File: src/rtl/gpio_port_pkg.sv
package gpio_port_pkg;

    localparam int ADDR_W = 12;

    localparam logic [ADDR_W-1:0] OFS_SENSE  = 12'h404;
    localparam logic [ADDR_W-1:0] OFS_BOTH   = 12'h408;
    localparam logic [ADDR_W-1:0] OFS_EVENT  = 12'h40C;
    localparam logic [ADDR_W-1:0] OFS_ENABLE = 12'h410;
    localparam logic [ADDR_W-1:0] OFS_RAW    = 12'h414;
    localparam logic [ADDR_W-1:0] OFS_MASKED = 12'h418;
    localparam logic [ADDR_W-1:0] OFS_CLEAR  = 12'h41C;
    localparam logic [ADDR_W-1:0] OFS_ALT    = 12'h420;

    localparam logic [1:0] WIN_DATA = 2'b00;
    localparam logic [1:0] WIN_DIR  = 2'b10;

    typedef enum logic [3:0] {
        RG_NONE,
        RG_DATA,
        RG_DIR,
        RG_SENSE,
        RG_BOTH,
        RG_EVENT,
        RG_ENABLE,
        RG_RAW,
        RG_MASKED,
        RG_CLEAR,
        RG_ALT
    } reg_sel_e;

    // Per-pin interrupt configuration
    typedef struct packed {
        logic level;      // 1: level sensing, 0: edge sensing
        logic any_edge;   // edge mode: trigger on both transitions
        logic active_hi;  // high level / rising edge when 1
    } pin_mode_t;

    function automatic reg_sel_e decode_addr(input logic [ADDR_W-1:0] a);
        if (a[ADDR_W-1 -: 2] == WIN_DATA) return RG_DATA;
        if (a[ADDR_W-1 -: 2] == WIN_DIR)  return RG_DIR;
        case (a)
            OFS_SENSE:  return RG_SENSE;
            OFS_BOTH:   return RG_BOTH;
            OFS_EVENT:  return RG_EVENT;
            OFS_ENABLE: return RG_ENABLE;
            OFS_RAW:    return RG_RAW;
            OFS_MASKED: return RG_MASKED;
            OFS_CLEAR:  return RG_CLEAR;
            OFS_ALT:    return RG_ALT;
            default:    return RG_NONE;
        endcase
    endfunction

endpackage

File: src/rtl/gpio_sync2.sv
module gpio_sync2 #(
    parameter int W = 8
) (
    input  logic         clk,
    input  logic         rst,
    input  logic [W-1:0] d,
    output logic [W-1:0] q
);
    logic [W-1:0] stage1_q;
    logic [W-1:0] stage2_q;
    logic [1:0]   age_q;

    always_ff @(posedge clk) begin
        if (rst) begin
            stage1_q <= '0;
            stage2_q <= '0;
            age_q    <= '0;
        end else begin
            stage1_q <= d;
            stage2_q <= stage1_q;
            if (age_q != 2'd2) age_q <= age_q + 2'd1;
        end
    end

    assign q = stage2_q;

    AST_SYNC_LATENCY: assert property (@(posedge clk) disable iff (rst)
        (age_q == 2'd2) |-> (q == $past(d, 2)));

endmodule

File: src/rtl/gpio_irq_detect.sv
module gpio_irq_detect
    import gpio_port_pkg::*;
#(
    parameter int NPIN = 8
) (
    input  logic                  clk,
    input  logic                  rst,
    input  logic [NPIN-1:0]       cur,
    input  pin_mode_t [NPIN-1:0]  mode,
    input  logic [NPIN-1:0]       clr,
    output logic [NPIN-1:0]       raw
);
    logic [NPIN-1:0] prev_q;
    logic [NPIN-1:0] stat_q;
    logic [NPIN-1:0] stat_d;
    logic [NPIN-1:0] hit;

    always_ff @(posedge clk) begin
        if (rst) begin
            prev_q <= '0;
            stat_q <= '0;
        end else begin
            prev_q <= cur;
            stat_q <= stat_d;
        end
    end

    for (genvar i = 0; i < NPIN; i++) begin : g_pin
        logic rise;
        logic fall;
        logic lvl;

        always_comb begin
            rise   = cur[i] & ~prev_q[i];
            fall   = ~cur[i] & prev_q[i];
            hit[i] = 1'b0;
            if (!mode[i].level) begin
                if (mode[i].any_edge)       hit[i] = rise | fall;
                else if (mode[i].active_hi) hit[i] = rise;
                else                        hit[i] = fall;
            end
            lvl       = mode[i].active_hi ? cur[i] : ~cur[i];
            stat_d[i] = mode[i].level ? 1'b0 : ((stat_q[i] & ~clr[i]) | hit[i]);
            raw[i]    = mode[i].level ? lvl : stat_q[i];
        end

        AST_EDGE_NEEDS_CHANGE: assert property (@(posedge clk) disable iff (rst)
            $rose(stat_q[i]) |-> $past(cur[i] != prev_q[i]));

        AST_EDGE_HOLDS: assert property (@(posedge clk) disable iff (rst)
            (stat_q[i] && !clr[i] && !mode[i].level) |=> stat_q[i]);

        AST_CLEAR_TAKES: assert property (@(posedge clk) disable iff (rst)
            (clr[i] && !hit[i]) |=> !stat_q[i]);
    end

endmodule

File: src/rtl/gpio_regs.sv
module gpio_regs
    import gpio_port_pkg::*;
#(
    parameter int NPIN = 8
) (
    input  logic                  clk,
    input  logic                  rst,
    input  logic [ADDR_W-1:0]     bus_addr,
    input  logic                  bus_we,
    input  logic [NPIN-1:0]       bus_wdata,
    output logic [NPIN-1:0]       bus_rdata,
    input  logic [NPIN-1:0]       sync_in,
    input  logic [NPIN-1:0]       raw,
    output logic [NPIN-1:0]       out_q,
    output logic [NPIN-1:0]       dir_q,
    output logic [NPIN-1:0]       en_q,
    output logic [NPIN-1:0]       alt_q,
    output pin_mode_t [NPIN-1:0]  mode,
    output logic [NPIN-1:0]       clr
);
    localparam int MASK_LO = 2;
    localparam int MASK_HI = MASK_LO + NPIN - 1;

    reg_sel_e        sel;
    logic [NPIN-1:0] pmask;
    logic [NPIN-1:0] sense_q;
    logic [NPIN-1:0] both_q;
    logic [NPIN-1:0] event_q;
    logic [NPIN-1:0] data_view;

    assign sel   = decode_addr(bus_addr);
    assign pmask = bus_addr[MASK_HI:MASK_LO];
    assign clr   = (bus_we && sel == RG_CLEAR) ? bus_wdata : '0;

    always_ff @(posedge clk) begin
        if (rst) begin
            out_q   <= '0;
            dir_q   <= '0;
            sense_q <= '0;
            both_q  <= '0;
            event_q <= '0;
            en_q    <= '0;
            alt_q   <= '0;
        end else if (bus_we) begin
            case (sel)
                RG_DATA:   out_q   <= (out_q & ~pmask) | (bus_wdata & pmask);
                RG_DIR:    dir_q   <= (dir_q & ~pmask) | (bus_wdata & pmask);
                RG_SENSE:  sense_q <= bus_wdata;
                RG_BOTH:   both_q  <= bus_wdata;
                RG_EVENT:  event_q <= bus_wdata;
                RG_ENABLE: en_q    <= bus_wdata;
                RG_ALT:    alt_q   <= bus_wdata;
                default:   ;
            endcase
        end
    end

    for (genvar i = 0; i < NPIN; i++) begin : g_mode
        assign mode[i] = '{level: sense_q[i], any_edge: both_q[i], active_hi: event_q[i]};
    end

    assign data_view = (dir_q & out_q) | (~dir_q & sync_in);

    always_comb begin
        case (sel)
            RG_DATA:   bus_rdata = data_view & pmask;
            RG_DIR:    bus_rdata = dir_q & pmask;
            RG_SENSE:  bus_rdata = sense_q;
            RG_BOTH:   bus_rdata = both_q;
            RG_EVENT:  bus_rdata = event_q;
            RG_ENABLE: bus_rdata = en_q;
            RG_RAW:    bus_rdata = raw;
            RG_MASKED: bus_rdata = raw & en_q;
            RG_ALT:    bus_rdata = alt_q;
            default:   bus_rdata = '0;
        endcase
    end

    AST_DATA_MASKED_WRITE: assert property (@(posedge clk) disable iff (rst)
        (bus_we && sel == RG_DATA) |=> (((out_q ^ $past(out_q)) & ~$past(pmask)) == '0));

    AST_DIR_MASKED_WRITE: assert property (@(posedge clk) disable iff (rst)
        (bus_we && sel == RG_DIR) |=> (((dir_q ^ $past(dir_q)) & ~$past(pmask)) == '0));

    AST_UNMAPPED_READ: assert property (@(posedge clk) disable iff (rst)
        (sel == RG_NONE) |-> (bus_rdata == '0));

    AST_CLEAR_PULSE: assert property (@(posedge clk) disable iff (rst)
        (clr != '0) |-> (bus_we && bus_addr == OFS_CLEAR));

endmodule

File: src/rtl/gpio_irq_port.sv
module gpio_irq_port
    import gpio_port_pkg::*;
#(
    parameter int NPIN = 8
) (
    input  logic              clk,
    input  logic              rst,
    input  logic [ADDR_W-1:0] bus_addr,
    input  logic              bus_we,
    input  logic [NPIN-1:0]   bus_wdata,
    output logic [NPIN-1:0]   bus_rdata,
    input  logic [NPIN-1:0]   pin_in,
    output logic [NPIN-1:0]   pin_out,
    output logic [NPIN-1:0]   pin_oe,
    output logic [NPIN-1:0]   alt_sel,
    output logic              irq
);
    logic [NPIN-1:0]      sync_in;
    logic [NPIN-1:0]      raw;
    logic [NPIN-1:0]      en_q;
    logic [NPIN-1:0]      clr;
    pin_mode_t [NPIN-1:0] mode;

    gpio_sync2 #(.W(NPIN)) u_sync (
        .clk (clk),
        .rst (rst),
        .d   (pin_in),
        .q   (sync_in)
    );

    gpio_regs #(.NPIN(NPIN)) u_regs (
        .clk       (clk),
        .rst       (rst),
        .bus_addr  (bus_addr),
        .bus_we    (bus_we),
        .bus_wdata (bus_wdata),
        .bus_rdata (bus_rdata),
        .sync_in   (sync_in),
        .raw       (raw),
        .out_q     (pin_out),
        .dir_q     (pin_oe),
        .en_q      (en_q),
        .alt_q     (alt_sel),
        .mode      (mode),
        .clr       (clr)
    );

    gpio_irq_detect #(.NPIN(NPIN)) u_detect (
        .clk  (clk),
        .rst  (rst),
        .cur  (sync_in),
        .mode (mode),
        .clr  (clr),
        .raw  (raw)
    );

    assign irq = |(raw & en_q);

    AST_IRQ_NEEDS_ENABLE: assert property (@(posedge clk) disable iff (rst)
        irq |-> (en_q != '0));

endmodule

File: config.mk
export PLATFORM = sky130hd
export DESIGN_NAME = gpio_irq_port
export DESIGN_NICKNAME = d
export VERILOG_FILES = /design/src/rtl/gpio_port_pkg.sv /design/src/rtl/gpio_sync2.sv /design/src/rtl/gpio_irq_detect.sv /design/src/rtl/gpio_regs.sv /design/src/rtl/gpio_irq_port.sv
export SDC_FILE = /design/constraint.sdc
export NUM_CORES = 1
export LEC_CHECK = 0
export BUFFER_PORTS_ARGS = -buffer_cell sky130_fd_sc_hd__buf_2
export CAP_MARGIN = 30
export CORE_MARGIN = 2
export CORE_UTILIZATION = 45
export CTS_CLUSTER_DIAMETER = 30
export DETAILED_ROUTE_END_ITERATION = 8
export SLEW_MARGIN = 20
export SYNTH_ARGS = -nofsm -noshare
export SYNTH_HDL_FRONTEND = slang
export SYNTH_HIERARCHICAL = 1
export SYNTH_SLANG_ARGS = --single-unit
File: constraint.sdc
create_clock -name clk -period 4.2 [get_ports clk]
set_input_delay 0.21 -clock clk [delete_from_list [all_inputs] [get_ports clk]]
set_output_delay 0.21 -clock clk [all_outputs]
set_load 0.02 [all_outputs]
==> results of run 1 <==
[critical path, stage by stage (launching register included)]
cell,delay [ps]
sky130_fd_sc_hd__dfxtp_1,500
sky130_fd_sc_hd__or3b_2,470
sky130_fd_sc_hd__a211oi_1,310
sky130_fd_sc_hd__a2111oi_0,140
sky130_fd_sc_hd__o211ai_1,130
sky130_fd_sc_hd__buf_2,210
[power breakdown]
part | internal [W] | switching [W]
Clock | 0.000283 | 0.000327
Sequential | 0.000849 | 0.0000115
Combinational | 0.0000555 | 0.0000962
[layer usage]
metal	vias to the layer above	wire length, um	track usage
li1	1931	-	-
met3	22	782	0.0386
met1	1906	6260	0.332
met4	0	246	0.0742
met5	-	0	0
met2	133	5650	0.344
[cell usage in the layout (no fill, tap or decap), types with 4 or more instances in the layout]
| cell type | Yosys | layout |
|---|---|---|
| sky130_fd_sc_hd__o211ai_1 | 7 | 7 |
| sky130_fd_sc_hd__and2_1 | 8 | 8 |
| sky130_fd_sc_hd__nand2_1 | 41 | 41 |
| sky130_fd_sc_hd__a22oi_1 | 4 | 4 |
| sky130_fd_sc_hd__nand3b_1 | 10 | 10 |
| sky130_fd_sc_hd__o21a_1 | 4 | 4 |
| sky130_fd_sc_hd__ha_1 | 16 | 16 |
| sky130_fd_sc_hd__nor2b_1 | 4 | 4 |
| sky130_fd_sc_hd__o21ai_0 | 15 | 15 |
| sky130_fd_sc_hd__or3b_2 | 5 | 5 |
| sky130_fd_sc_hd__a32oi_1 | 4 | 4 |
| sky130_fd_sc_hd__nor3b_1 | 4 | 4 |
| sky130_fd_sc_hd__nand3_1 | 18 | 18 |
| sky130_fd_sc_hd__inv_1 | 23 | 23 |
| sky130_fd_sc_hd__nand4_1 | 4 | 4 |
| sky130_fd_sc_hd__and2b_2 | 6 | 6 |
| sky130_fd_sc_hd__mux2i_1 | 41 | 41 |
| sky130_fd_sc_hd__a211oi_2 | 8 | 8 |
| sky130_fd_sc_hd__buf_4 | 0 | 4 |
| sky130_fd_sc_hd__dfxtp_1 | 88 | 88 |
| sky130_fd_sc_hd__nor2b_2 | 7 | 7 |
| sky130_fd_sc_hd__o21ai_2 | 8 | 8 |
| sky130_fd_sc_hd__nor2_1 | 47 | 47 |
| sky130_fd_sc_hd__clkbuf_8 | 0 | 9 |
| sky130_fd_sc_hd__buf_2 | 12 | 63 |
| sky130_fd_sc_hd__a21oi_1 | 16 | 16 |
| sky130_fd_sc_hd__mux2_4 | 8 | 8 |
| sky130_fd_sc_hd__and4_1 | 7 | 7 |
| sky130_fd_sc_hd__xnor2_1 | 8 | 8 |
| sky130_fd_sc_hd__mux2_2 | 8 | 8 |
| sky130_fd_sc_hd__nand2b_1 | 28 | 28 |
[worst min-delay path by stage]
| stage | from | endpoint | slack, ps | depth (start not counted) |
|---|---|---|---|---|
| final | pin_in[0] | u_sync/stage1_q[0]$_SDFF_PP0_ | 50 | 2 |
| after global routing | pin_in[7] | u_sync/stage1_q[7]$_SDFF_PP0_ | 60 | 2 |
| after CTS | pin_in[0] | u_sync/stage1_q[0]$_SDFF_PP0_ | 40 | 2 |
| after detailed placement | pin_in[2] | u_sync/stage1_q[2]$_SDFF_PP0_ | 420 | 2 |
| after global placement | u_sync/stage1_q[4]$_SDFF_PP0_ | u_sync/q[4]$_SDFF_PP0_ | 420 | 1 |
| after floorplan | pin_in[3] | u_sync/stage1_q[3]$_SDFF_PP0_ | 340 | 1 |
[through the flow]
| stage | std cells | area, um2 | hold slack (ps) |
|---|---|---|---|
| 2_1_floorplan | 518 | 4860 | 338 |
| 3_3_place_gp | 693 | 5260 | 420 |
| 5_1_grt | 709 | 5460 | 57.0 |
| 3_5_place_dp | 693 | 5260 | 424 |
| 4_1_cts | 709 | 5460 | 42.9 |
| 6_report | 710 | 5470 | 53.6 |
[cell families after synthesis]
kind of cell,after synthesis
compound gates,81
simple gates,217
xor+xnor,8
fa+ha+maj,16
mux,57
flops,88
buf+inv,51
[layout make-up]
type / instances / area share
Inverter: 23 / 0.0158
Clock inverter: 7 / 0.0144
Clock buffer: 9 / 0.0227
Sequential cell: 88 / 0.322
Multi-Input combinational cell: 379 / 0.530
Tap cell: 136 / 0.0311
Timing Repair Buffer: 67 / 0.0632
Antenna cell: 1 / 0.000458
==> flow_results.xml, run 1 <==
<?xml version="1.0" encoding="UTF-8"?>
<metrics>
  <group name="placement">
    <metric name="place_hpwl" unit="um">9410</metric>
    <metric name="place_worst_setup_slack" unit="ps">1740</metric>
    <metric name="gp_congestion" unit="">0.847</metric>
    <metric name="place.port_buffers" unit="">63</metric>
  </group>
  <group name="route">
    <metric name="postRouteWirelength" unit="um">12900</metric>
    <metric name="wl_per_cell" unit="um">18.2</metric>
    <metric name="drt_iter0_drc" unit="">293</metric>
    <metric name="vias_per_cell" unit="">5.62</metric>
    <metric name="ant_nets" unit="">0</metric>
    <metric name="via_count" unit="">3992</metric>
    <metric name="drt_pass1_iterations" unit="">5</metric>
    <metric name="remaining_drc_errors" unit="">0</metric>
  </group>
  <group name="clocking">
    <metric name="tritoncts_buffer_count" unit="">9</metric>
    <metric name="cts.root.buffer_cell" unit="">sky130_fd_sc_hd__clkbuf_8</metric>
    <metric name="ctsHoldBuffers" unit="">0</metric>
    <metric name="post_cts_resized" unit="">0</metric>
    <metric name="insertion_delay" unit="ps">360</metric>
    <metric name="clkTransAtPathRegs" unit="ps">100</metric>
    <metric name="tritoncts_num_sinks" unit="">88</metric>
    <metric name="cts.htree.levels" unit="">3</metric>
    <metric name="post-cts-setup-buffer-count" unit="">0</metric>
    <metric name="clk_path_buf_depth" unit="">2</metric>
    <metric name="cts_tree" unit="">yes</metric>
  </group>
  <group name="worst_setup_path">
    <metric name="register_to_register_setup_slack" unit="ps">2780</metric>
    <metric name="critical_path.endpoint_type" unit="">output pin</metric>
    <metric name="worstPathRequired" unit="ps">3990</metric>
    <metric name="regToRegEndpoint" unit="">u_detect/stat_q[3]$_SDFF_PP0_</metric>
    <metric name="path_class" unit="">flip-flop to output pin</metric>
    <metric name="cp_data_arrival_time" unit="ps">2110</metric>
    <metric name="critical_path.reg2reg.startpoint" unit="">u_sync/q[3]$_SDFF_PP0_</metric>
    <metric name="start_kind" unit="">flip-flop</metric>
    <metric name="crit_start" unit="">u_sync/q[3]$_SDFF_PP0_</metric>
    <metric name="crit_end" unit="">bus_rdata[3]</metric>
    <metric name="worst-path-max-fanout" unit="">5</metric>
    <metric name="rr_worst_depth" unit="">5</metric>
  </group>
  <group name="final_layout">
    <metric name="multiInputGateArea" unit="mm2">0.00290</metric>
    <metric name="area_growth_syn_to_layout" unit="%">12.4</metric>
    <metric name="ff_latch_area" unit="mm2">0.00176</metric>
    <metric name="nNetsFinal" unit="">615</metric>
    <metric name="nFillCells" unit="">964</metric>
    <metric name="fraction_of_final_layout_cells_with_drive_strength_greater_than_1" unit="">0.265</metric>
    <metric name="finalCoreUtilization" unit="">0.525</metric>
  </group>
  <group name="pwr">
    <metric name="power-per-cell-area" unit="mW/mm2">297</metric>
    <metric name="peakVddDrop" unit="mV">0.166</metric>
    <metric name="total_leakage_power" unit="nW">2.29</metric>
    <metric name="design_power_total" unit="W">0.00162</metric>
  </group>
  <group name="floorplanning">
    <metric name="std_cell_rows" unit="">37</metric>
    <metric name="pin_count" unit="">64</metric>
    <metric name="chipHeight" unit="um">108</metric>
    <metric name="die_width" unit="um">108</metric>
    <metric name="fp.coreArea" unit="mm2">0.0104</metric>
    <metric name="initial_core_util" unit="">0.467</metric>
    <metric name="fp.dieArea" unit="mm2">0.0117</metric>
  </group>
  <group name="synthesis">
    <metric name="synth.top_cells.by_area" unit="">sky130_fd_sc_hd__dfxtp_1 36%, sky130_fd_sc_hd__mux2i_1 8.4%, sky130_fd_sc_hd__ha_1 4.1%</metric>
    <metric name="synth_edf_count" unit="">0</metric>
    <metric name="synth_top_family_by_area" unit="">simple AND/OR/NAND/NOR gates</metric>
    <metric name="synth-async-reset-ratio" unit="">0</metric>
    <metric name="netlist_instances" unit="">518</metric>
    <metric name="yosysSeqAreaShare" unit="">0.362</metric>
    <metric name="synth_top_area_frac" unit="">0.362</metric>
    <metric name="synth-xor-area-share" unit="">0.0144</metric>
    <metric name="ys_top_cells_by_count" unit="">88 x sky130_fd_sc_hd__dfxtp_1, 47 x sky130_fd_sc_hd__nor2_1, 41 x sky130_fd_sc_hd__mux2i_1, 41 x sky130_fd_sc_hd__nand2_1, 28 x sky130_fd_sc_hd__nand2b_1</metric>
    <metric name="synthFlopType" unit="">sky130_fd_sc_hd__dfxtp_1</metric>
    <metric name="synth_top_cell_by_area" unit="">sky130_fd_sc_hd__dfxtp_1</metric>
    <metric name="post_synth_adder_cell_area" unit="">0.0412</metric>
    <metric name="postSynthNetCount" unit="">565</metric>
    <metric name="post_synth.cell_area_avg" unit="um2">9.39</metric>
    <metric name="synth.ff_latch_count" unit="">88</metric>
    <metric name="syn-cell-area" unit="mm2">0.00486</metric>
    <metric name="share_of_the_synthesized_area_in_compound_gates_ao_oa_aoi_oai" unit="">0.124</metric>
    <metric name="yosys-mux-area-fraction" unit="">0.128</metric>
    <metric name="synth_most_common_cell" unit="">sky130_fd_sc_hd__dfxtp_1</metric>
    <metric name="yosysWarnings" unit="">6</metric>
    <metric name="synth-simple-area-share" unit="">0.285</metric>
    <metric name="netlist-cell-type-count" unit="">60</metric>
  </group>
  <group name="timing">
    <metric name="finalClockSkew" unit="ps">10.2</metric>
    <metric name="final.period_utilization" unit="">0.552</metric>
    <metric name="setup_slack" unit="ps">1880</metric>
    <metric name="timing.final.max_slew_violations" unit="">0</metric>
    <metric name="hold_viol_final" unit="">0</metric>
    <metric name="timing.fmax" unit="MHz">431</metric>
    <metric name="grt_setup_unrepaired" unit="">false</metric>
    <metric name="finalSetupViolations" unit="">0</metric>
    <metric name="layout_min_cycle_time" unit="ps">2320</metric>
    <metric name="setup_tns" unit="ps">0</metric>
    <metric name="remaining_max_slew_budget_at_the_tightest_pin" unit="">0.423</metric>
    <metric name="worst_slew_pin_slew" unit="ps">858</metric>
  </group>
  <group name="global_route">
    <metric name="initial_antenna_violation_count" unit="">0</metric>
    <metric name="grt_start_max_net_pins" unit="">47</metric>
    <metric name="globalRouteOverflowTotal" unit="">0</metric>
    <metric name="grt_pass1_wl" unit="um">20200</metric>
    <metric name="grt_pass1_vias" unit="">3659</metric>
    <metric name="grt.total_usage" unit="">0.228</metric>
  </group>
  <group name="flow_run">
    <metric name="drv.max_cap_violation_count" unit="">0</metric>
  </group>
  <group name="min_path">
    <metric name="worst_hold_path_type" unit="">primary input to flip-flop</metric>
  </group>
  <group name="run_status">
    <metric name="result_of_the_run" unit="">finished, final reports clean</metric>
  </group>
</metrics>
(Power assumes the default switching activity.)
==> run 2: changes to the inputs <==
--- a/config.mk
+++ b/config.mk
@@ -11,6 +11,7 @@
 export CORE_UTILIZATION = 45
 export CTS_CLUSTER_DIAMETER = 30
 export DETAILED_ROUTE_END_ITERATION = 8
+export PLACE_DENSITY = 0.67
 export SLEW_MARGIN = 20
 export SYNTH_ARGS = -nofsm -noshare
 export SYNTH_HDL_FRONTEND = slang
==> constraint.sdc (replaced) <==
create_clock -name clk -period 2.05 [get_ports clk]
set_input_delay 0.1025 -clock clk [delete_from_list [all_inputs] [get_ports clk]]
set_output_delay 0.1025 -clock clk [all_outputs]
set_load 0.02 [all_outputs]
==> run 2 against run 1 <==
Compared with the run above: combinational power is 130% higher; highest routed layer unchanged; die area stayed put; clock skew is 4.5 ps lower; non-clock buffer count is 26 higher; routed wire length is 2.0% higher; cell count is 3.5% higher; power is 110% higher; sequential power is 100% higher.
==> flow_results.xml, run 2 (synthesized netlist as in run 1, its figures left out) <==
<?xml version="1.0" encoding="UTF-8"?>
<metrics>
  <group name="clocking">
    <metric name="cts_tree" unit="">yes</metric>
    <metric name="clkTransAtPathRegs" unit="ps">90</metric>
    <metric name="clk_path_buf_depth" unit="">2</metric>
    <metric name="insertion_delay" unit="ps">370</metric>
    <metric name="tritoncts_num_sinks" unit="">88</metric>
    <metric name="cts.htree.levels" unit="">3</metric>
    <metric name="cts.root.buffer_cell" unit="">sky130_fd_sc_hd__clkbuf_8</metric>
    <metric name="tritoncts_buffer_count" unit="">9</metric>
  </group>
  <group name="timing">
    <metric name="remaining_max_slew_budget_at_the_tightest_pin" unit="">0.575</metric>
    <metric name="grt_setup_unrepaired" unit="">true</metric>
    <metric name="timing.fmax" unit="MHz">496</metric>
    <metric name="fin_hold_ws" unit="ps">50.5</metric>
    <metric name="final.period_utilization" unit="">0.983</metric>
    <metric name="layout_min_cycle_time" unit="ps">2010</metric>
    <metric name="timing.final.max_slew_violations" unit="">0</metric>
    <metric name="worst_slew_pin_slew" unit="ps">637</metric>
    <metric name="setup_tns" unit="ps">0</metric>
    <metric name="finalSetupViolations" unit="">0</metric>
    <metric name="hold_viol_final" unit="">0</metric>
    <metric name="finalClockSkew" unit="ps">5.70</metric>
  </group>
  <group name="floorplanning">
    <metric name="fp.coreArea" unit="mm2">0.0104</metric>
    <metric name="fp.dieArea" unit="mm2">0.0117</metric>
    <metric name="initial_core_util" unit="">0.467</metric>
    <metric name="die_width" unit="um">108</metric>
    <metric name="pin_count" unit="">64</metric>
    <metric name="chipHeight" unit="um">108</metric>
    <metric name="std_cell_rows" unit="">37</metric>
  </group>
  <group name="worst_setup_path">
    <metric name="path_class" unit="">flip-flop to output pin</metric>
    <metric name="cp_data_arrival_time" unit="ps">1910</metric>
    <metric name="worst-path-max-fanout" unit="">3</metric>
    <metric name="critical-path-max-stage-delay" unit="ps">370</metric>
    <metric name="cp_slowest_cell" unit="">sky130_fd_sc_hd__dfxtp_4</metric>
    <metric name="start_kind" unit="">flip-flop</metric>
    <metric name="critical_path.endpoint_type" unit="">output pin</metric>
    <metric name="worstPathRequired" unit="ps">1950</metric>
    <metric name="path_cells" unit="">xnor2_1, mux2_4, o21ai_1, o2bb2ai_1, or3_1, buf_4</metric>
  </group>
  <group name="final_layout">
    <metric name="mostFrequentLayoutCell" unit="">sky130_fd_sc_hd__dfxtp_1</metric>
    <metric name="n_antenna_cell" unit="">0</metric>
    <metric name="postLayoutCellArea" unit="mm2">0.00583</metric>
    <metric name="area_growth_syn_to_layout" unit="%">19.8</metric>
    <metric name="fraction_of_final_layout_cells_with_drive_strength_greater_than_1" unit="">0.319</metric>
    <metric name="nNetsFinal" unit="">641</metric>
    <metric name="layout_common_cells" unit="">74 x sky130_fd_sc_hd__dfxtp_1, 59 x sky130_fd_sc_hd__buf_2, 47 x sky130_fd_sc_hd__nor2_1, 41 x sky130_fd_sc_hd__nand2_1, 41 x sky130_fd_sc_hd__mux2i_1</metric>
  </group>
  <group name="global_route">
    <metric name="grt_start_max_net_pins" unit="">66</metric>
    <metric name="grt_pass1_vias" unit="">3912</metric>
    <metric name="grt.total_usage" unit="">0.235</metric>
    <metric name="initial_antenna_violation_count" unit="">0</metric>
    <metric name="grt_pass1_wl" unit="um">20800</metric>
    <metric name="globalRouteOverflowTotal" unit="">0</metric>
  </group>
  <group name="run_status">
    <metric name="result_of_the_run" unit="">finished, final reports clean</metric>
  </group>
  <group name="pwr">
    <metric name="total_leakage_power" unit="nW">2.45</metric>
    <metric name="power-per-cell-area" unit="mW/mm2">597</metric>
    <metric name="peakVddDrop" unit="mV">0.374</metric>
  </group>
  <group name="route">
    <metric name="via_count" unit="">4075</metric>
    <metric name="vias_per_cell" unit="">5.54</metric>
    <metric name="drt_pass1_iterations" unit="">4</metric>
    <metric name="ant_nets" unit="">0</metric>
    <metric name="remaining_drc_errors" unit="">0</metric>
    <metric name="postRouteWirelength" unit="um">13200</metric>
    <metric name="drt_iter0_drc" unit="">246</metric>
    <metric name="wl_per_cell" unit="um">18.0</metric>
  </group>
  <group name="placement">
    <metric name="place_hpwl" unit="um">9650</metric>
    <metric name="gp_congestion" unit="">0.928</metric>
    <metric name="placed_cell_area" unit="mm2">0.00537</metric>
    <metric name="place.port_buffers" unit="">63</metric>
  </group>
  <group name="min_path">
    <metric name="worst_hold_path_type" unit="">primary input to flip-flop</metric>
  </group>
  <group name="flow_run">
    <metric name="drv.max_cap_violation_count" unit="">0</metric>
  </group>
</metrics>
==> run 2: cell count changes in the layout (fill, tap and decap cells not counted), moves of 2 or more <==
cell,previous run,this run
sky130_fd_sc_hd__dfxtp_1,88,74
sky130_fd_sc_hd__a2111oi_0,3,0
sky130_fd_sc_hd__buf_4,4,24
sky130_fd_sc_hd__inv_6,3,1
sky130_fd_sc_hd__buf_2,63,59
sky130_fd_sc_hd__o21ai_1,0,3
sky130_fd_sc_hd__mux2_4,8,12
sky130_fd_sc_hd__mux2_2,8,4
sky130_fd_sc_hd__dlygate4sd3_1,0,8
sky130_fd_sc_hd__o21ai_0,15,11
sky130_fd_sc_hd__dfxtp_2,0,7
sky130_fd_sc_hd__dfxtp_4,0,7
sky130_fd_sc_hd__a2111oi_1,0,2
sky130_fd_sc_hd__clkinvlp_4,0,2
==> run 2: timing repair <==
item	CTS	global route
buffers inserted	0	5
resized for setup	18	27
pin swaps	0	6
endpoints found under the hold margin	8	0
hold buffers	8	0
endpoints found under the setup margin	5	7
==> run 2: power by group <==
group / internal, W / switching, W
Combinational: 0.000140 / 0.000205
Clock: 0.000700 / 0.000676
Sequential: 0.00173 / 0.0000224
Total: 0.00257 / 0.000904
==> run 2: stage by stage <==
stage,instances,setup WS (ps),utilization,total power [W]
global route,735,-15.5,0.560,0.00363
CTS,730,0.299,0.548,0.00350
detailed placement,706,185,0.516,0.00212
finish,735,35.7,0.560,0.00348
floorplan,518,384,-,0.00199
global placement,706,207,0.516,0.00212
==> run 2: final timing paths <==
path,startpoint,to,slack [ps],depth (start not counted)
max,u_sync/q[1]$_SDFF_PP0_,bus_rdata[1],40,6
min,bus_addr[6],flip-flop,50,3
max reg2reg,u_sync/q[1]$_SDFF_PP0_,u_detect/stat_q[1]$_SDFF_PP0_,730,6
min reg2reg,u_sync/stage1_q[4]$_SDFF_PP0_,u_sync/q[4]$_SDFF_PP0_,440,1
==> run 2: worst max-delay path: cells and delay by family (launching register included) <==
family,cells,cell delay [ps]
compound gates,2,230
mux,1,290
flops,1,370
simple gates,1,360
buf+inv,1,170
xor+xnor,1,130
==> run 2: metal layers <==
metal	global-route usage	part of all wire
met1	0.321	0.46
met2	0.372	0.46
met3	0.0488	0.058
met4	0.0778	0.019
met5	0	0
==> run 2: area by class of cell <==
| cell class | instances | area [um2] |
|---|---|---|
| Fill cell | 944 | 4590 |
| Multi-Input combinational cell | 379 | 2960 |
| Sequential cell | 88 | 1800 |
| Timing Repair Buffer | 93 | 587 |
| Tap cell | 136 | 170 |
| Clock buffer | 9 | 124 |
| Clock inverter | 7 | 104 |
| Inverter | 23 | 86.3 |
==> run 3: changes to the inputs <==
--- a/config.mk
+++ b/config.mk
@@ -11,7 +11,7 @@
 export CORE_UTILIZATION = 45
 export CTS_CLUSTER_DIAMETER = 30
 export DETAILED_ROUTE_END_ITERATION = 8
-export PLACE_DENSITY = 0.67
+export PLACE_DENSITY_LB_ADDON = 0.25
 export SLEW_MARGIN = 20
 export SYNTH_ARGS = -nofsm -noshare
 export SYNTH_HDL_FRONTEND = slang
==> run 3 against run 2 <==
Compared with the run above: sequential share of layout area barely moved; cell area down 0.54%; fmax grew 1.6%; cell count unchanged; routed wire length down 2.1%; via count grew 1.4%; sequential cell count unchanged; clock power about the same; combinational power is 2% higher; hold slack better by 5.6 ps; critical path type unchanged.
==> flow_results.xml, run 3 (synthesized netlist as in run 1, its figures left out) <==
<?xml version="1.0" encoding="UTF-8"?>
<metrics>
  <group name="timing">
    <metric name="layout_min_cycle_time" unit="ps">1980</metric>
    <metric name="worst_slew_pin_slew" unit="ps">896</metric>
    <metric name="grt_setup_unrepaired" unit="">true</metric>
    <metric name="finalSetupViolations" unit="">0</metric>
    <metric name="finalClockSkew" unit="ps">8.13</metric>
    <metric name="timing.final.max_slew_violations" unit="">0</metric>
    <metric name="remaining_max_slew_budget_at_the_tightest_pin" unit="">0.398</metric>
    <metric name="timing.fmax" unit="MHz">504</metric>
    <metric name="final.period_utilization" unit="">0.968</metric>
    <metric name="hold_viol_final" unit="">0</metric>
  </group>
  <group name="clocking">
    <metric name="tritoncts_num_sinks" unit="">88</metric>
    <metric name="cts.root.buffer_cell" unit="">sky130_fd_sc_hd__clkbuf_8</metric>
    <metric name="cts_tree" unit="">yes</metric>
    <metric name="clkTransAtPathRegs" unit="ps">90</metric>
    <metric name="tritoncts_buffer_count" unit="">9</metric>
    <metric name="insertion_delay" unit="ps">370</metric>
    <metric name="clk_path_buf_depth" unit="">2</metric>
    <metric name="cts.htree.levels" unit="">3</metric>
  </group>
  <group name="final_layout">
    <metric name="n_antenna_cell" unit="">0</metric>
    <metric name="finalCoreUtilization" unit="">0.557</metric>
    <metric name="postLayoutCellArea" unit="mm2">0.00580</metric>
    <metric name="area_growth_syn_to_layout" unit="%">19.2</metric>
    <metric name="nFillCells" unit="">959</metric>
    <metric name="layout_common_cells" unit="">76 x sky130_fd_sc_hd__dfxtp_1, 60 x sky130_fd_sc_hd__buf_2, 47 x sky130_fd_sc_hd__nor2_1, 41 x sky130_fd_sc_hd__nand2_1, 41 x sky130_fd_sc_hd__mux2i_1</metric>
    <metric name="nNetsFinal" unit="">641</metric>
    <metric name="mostFrequentLayoutCell" unit="">sky130_fd_sc_hd__dfxtp_1</metric>
    <metric name="fraction_of_final_layout_cells_with_drive_strength_greater_than_1" unit="">0.311</metric>
    <metric name="multiInputGateArea" unit="mm2">0.00294</metric>
    <metric name="ff_latch_area" unit="mm2">0.00179</metric>
  </group>
  <group name="pwr">
    <metric name="design_power_total" unit="W">0.00351</metric>
    <metric name="power-per-cell-area" unit="mW/mm2">605</metric>
    <metric name="peakVddDrop" unit="mV">0.422</metric>
    <metric name="total_leakage_power" unit="nW">2.45</metric>
  </group>
  <group name="min_path">
    <metric name="hold_path_startpoint" unit="">bus_wdata[0]</metric>
    <metric name="worst_hold_path_type" unit="">primary input to flip-flop</metric>
    <metric name="hold_depth" unit="">3</metric>
  </group>
  <group name="worst_setup_path">
    <metric name="cp_data_arrival_time" unit="ps">1880</metric>
    <metric name="worstPathRequired" unit="ps">1950</metric>
    <metric name="worst-path-max-fanout" unit="">4</metric>
    <metric name="critical_path.n_buffers_inverters" unit="">1</metric>
    <metric name="path_cells" unit="">xnor2_1, mux2_4, o21ai_1, o2bb2ai_1, or3_1, buf_4</metric>
    <metric name="register_to_register_setup_slack" unit="ps">770</metric>
    <metric name="critical_path.endpoint_type" unit="">output pin</metric>
    <metric name="critical-path-max-stage-delay" unit="ps">370</metric>
    <metric name="cp_slowest_cell" unit="">sky130_fd_sc_hd__dfxtp_4</metric>
    <metric name="rr_worst_depth" unit="">5</metric>
    <metric name="regToRegEndpoint" unit="">u_detect/stat_q[5]$_SDFF_PP0_</metric>
    <metric name="critical_path.top_delay_family" unit="">flip-flops</metric>
    <metric name="path_class" unit="">flip-flop to output pin</metric>
    <metric name="critical_path.reg2reg.startpoint" unit="">u_sync/q[5]$_SDFF_PP0_</metric>
    <metric name="start_kind" unit="">flip-flop</metric>
  </group>
  <group name="route">
    <metric name="postRouteWirelength" unit="um">12900</metric>
    <metric name="via_count" unit="">4132</metric>
    <metric name="remaining_drc_errors" unit="">0</metric>
    <metric name="topRoutingLayerUsed" unit="">met4</metric>
    <metric name="wl_met2" unit="um">5600</metric>
    <metric name="met3RoutedLength" unit="um">918</metric>
    <metric name="drt_pass1_iterations" unit="">5</metric>
    <metric name="ant_nets" unit="">0</metric>
    <metric name="vias_per_cell" unit="">5.62</metric>
    <metric name="wl_per_cell" unit="um">17.6</metric>
    <metric name="drt_iter0_drc" unit="">351</metric>
    <metric name="wire_length_on_met1" unit="um">6080</metric>
  </group>
  <group name="placement">
    <metric name="place_hpwl" unit="um">8960</metric>
    <metric name="placed_cell_area" unit="mm2">0.00539</metric>
    <metric name="gp_congestion" unit="">0.903</metric>
    <metric name="place.port_buffers" unit="">63</metric>
  </group>
  <group name="global_route">
    <metric name="grt.total_usage" unit="">0.229</metric>
    <metric name="globalRouteOverflowTotal" unit="">0</metric>
    <metric name="initial_antenna_violation_count" unit="">0</metric>
    <metric name="grt_pass1_wl" unit="um">20200</metric>
    <metric name="grt_start_max_net_pins" unit="">97</metric>
    <metric name="grt_pass1_vias" unit="">3839</metric>
  </group>
  <group name="floorplanning">
    <metric name="chipHeight" unit="um">108</metric>
    <metric name="fp.dieArea" unit="mm2">0.0117</metric>
    <metric name="die_width" unit="um">108</metric>
    <metric name="std_cell_rows" unit="">37</metric>
    <metric name="initial_core_util" unit="">0.467</metric>
    <metric name="fp.coreArea" unit="mm2">0.0104</metric>
    <metric name="pin_count" unit="">64</metric>
  </group>
  <group name="run_status">
    <metric name="result_of_the_run" unit="">finished, final reports clean</metric>
  </group>
  <group name="flow_run">
    <metric name="drv.max_cap_violation_count" unit="">0</metric>
  </group>
</metrics>
[run 3: cell type report]
class / count / area share
tap: 136 / 0.0294
multi-input combinational: 379 / 0.507
inverter: 23 / 0.0149
sequential: 88 / 0.308
timing repair buffer: 93 / 0.101
clock buffer: 14 / 0.0298
clock inverter: 2 / 0.0104
[run 3: where the power goes]
group          internal, W  total, W  switching, W
combinational     0.000144  0.000351      0.000207
sequential         0.00174   0.00176     0.0000221
clock             0.000788   0.00140      0.000609
[run 3: per-layer routing]
| metal | vias to the layer above | GRT usage |
|---|---|---|
| li1 | 1989 | - |
| met1 | 1955 | 0.330 |
| met2 | 159 | 0.332 |
| met3 | 29 | 0.0603 |
| met4 | 0 | 0.0760 |
| met5 | - | 0 |
[run 3: worst min-delay path, stage by stage]
cell	delay [ps]
sky130_fd_sc_hd__buf_2	150
sky130_fd_sc_hd__nand3_1	80
sky130_fd_sc_hd__a21oi_1	50
[run 3: worst max path at each step]
stage,start,to,cells past startpoint
4_1_cts,u_sync/q[0]$_SDFF_PP0_,bus_rdata[0],6
2_1_floorplan,bus_addr[11],bus_rdata[2],5
5_1_grt,u_regs/event_q[6]$_SDFFE_PP0P_,bus_rdata[6],6
3_5_place_dp,bus_addr[7],u_detect/stat_q[6]$_SDFF_PP0_,7
3_3_place_gp,bus_addr[7],u_detect/stat_q[7]$_SDFF_PP0_,7
6_report,u_sync/q[0]$_SDFF_PP0_,bus_rdata[0],6
[run 3: metrics by stage]
stage                     TNS [ps]  hold WS [ps]  std cells  worst slack [ps]
after floorplan                  0           231        518               384
after global placement           0           317        709              81.0
after detailed placement         0           321        709              19.9
after CTS                        0          42.9        733              2.10
after global routing         -91.7          54.9        735             -37.7
final                            0          56.1        735              66.4
[run 3: repair_timing]
action / 4_1_cts / 5_1_grt
resized for setup: 14 / 20
setup endpoints to repair: 5 / 6
hold buffers: 8 / 0
hold endpoints to repair: 8 / 0
pin swaps: 0 / 3
setup buffers: 0 / 2
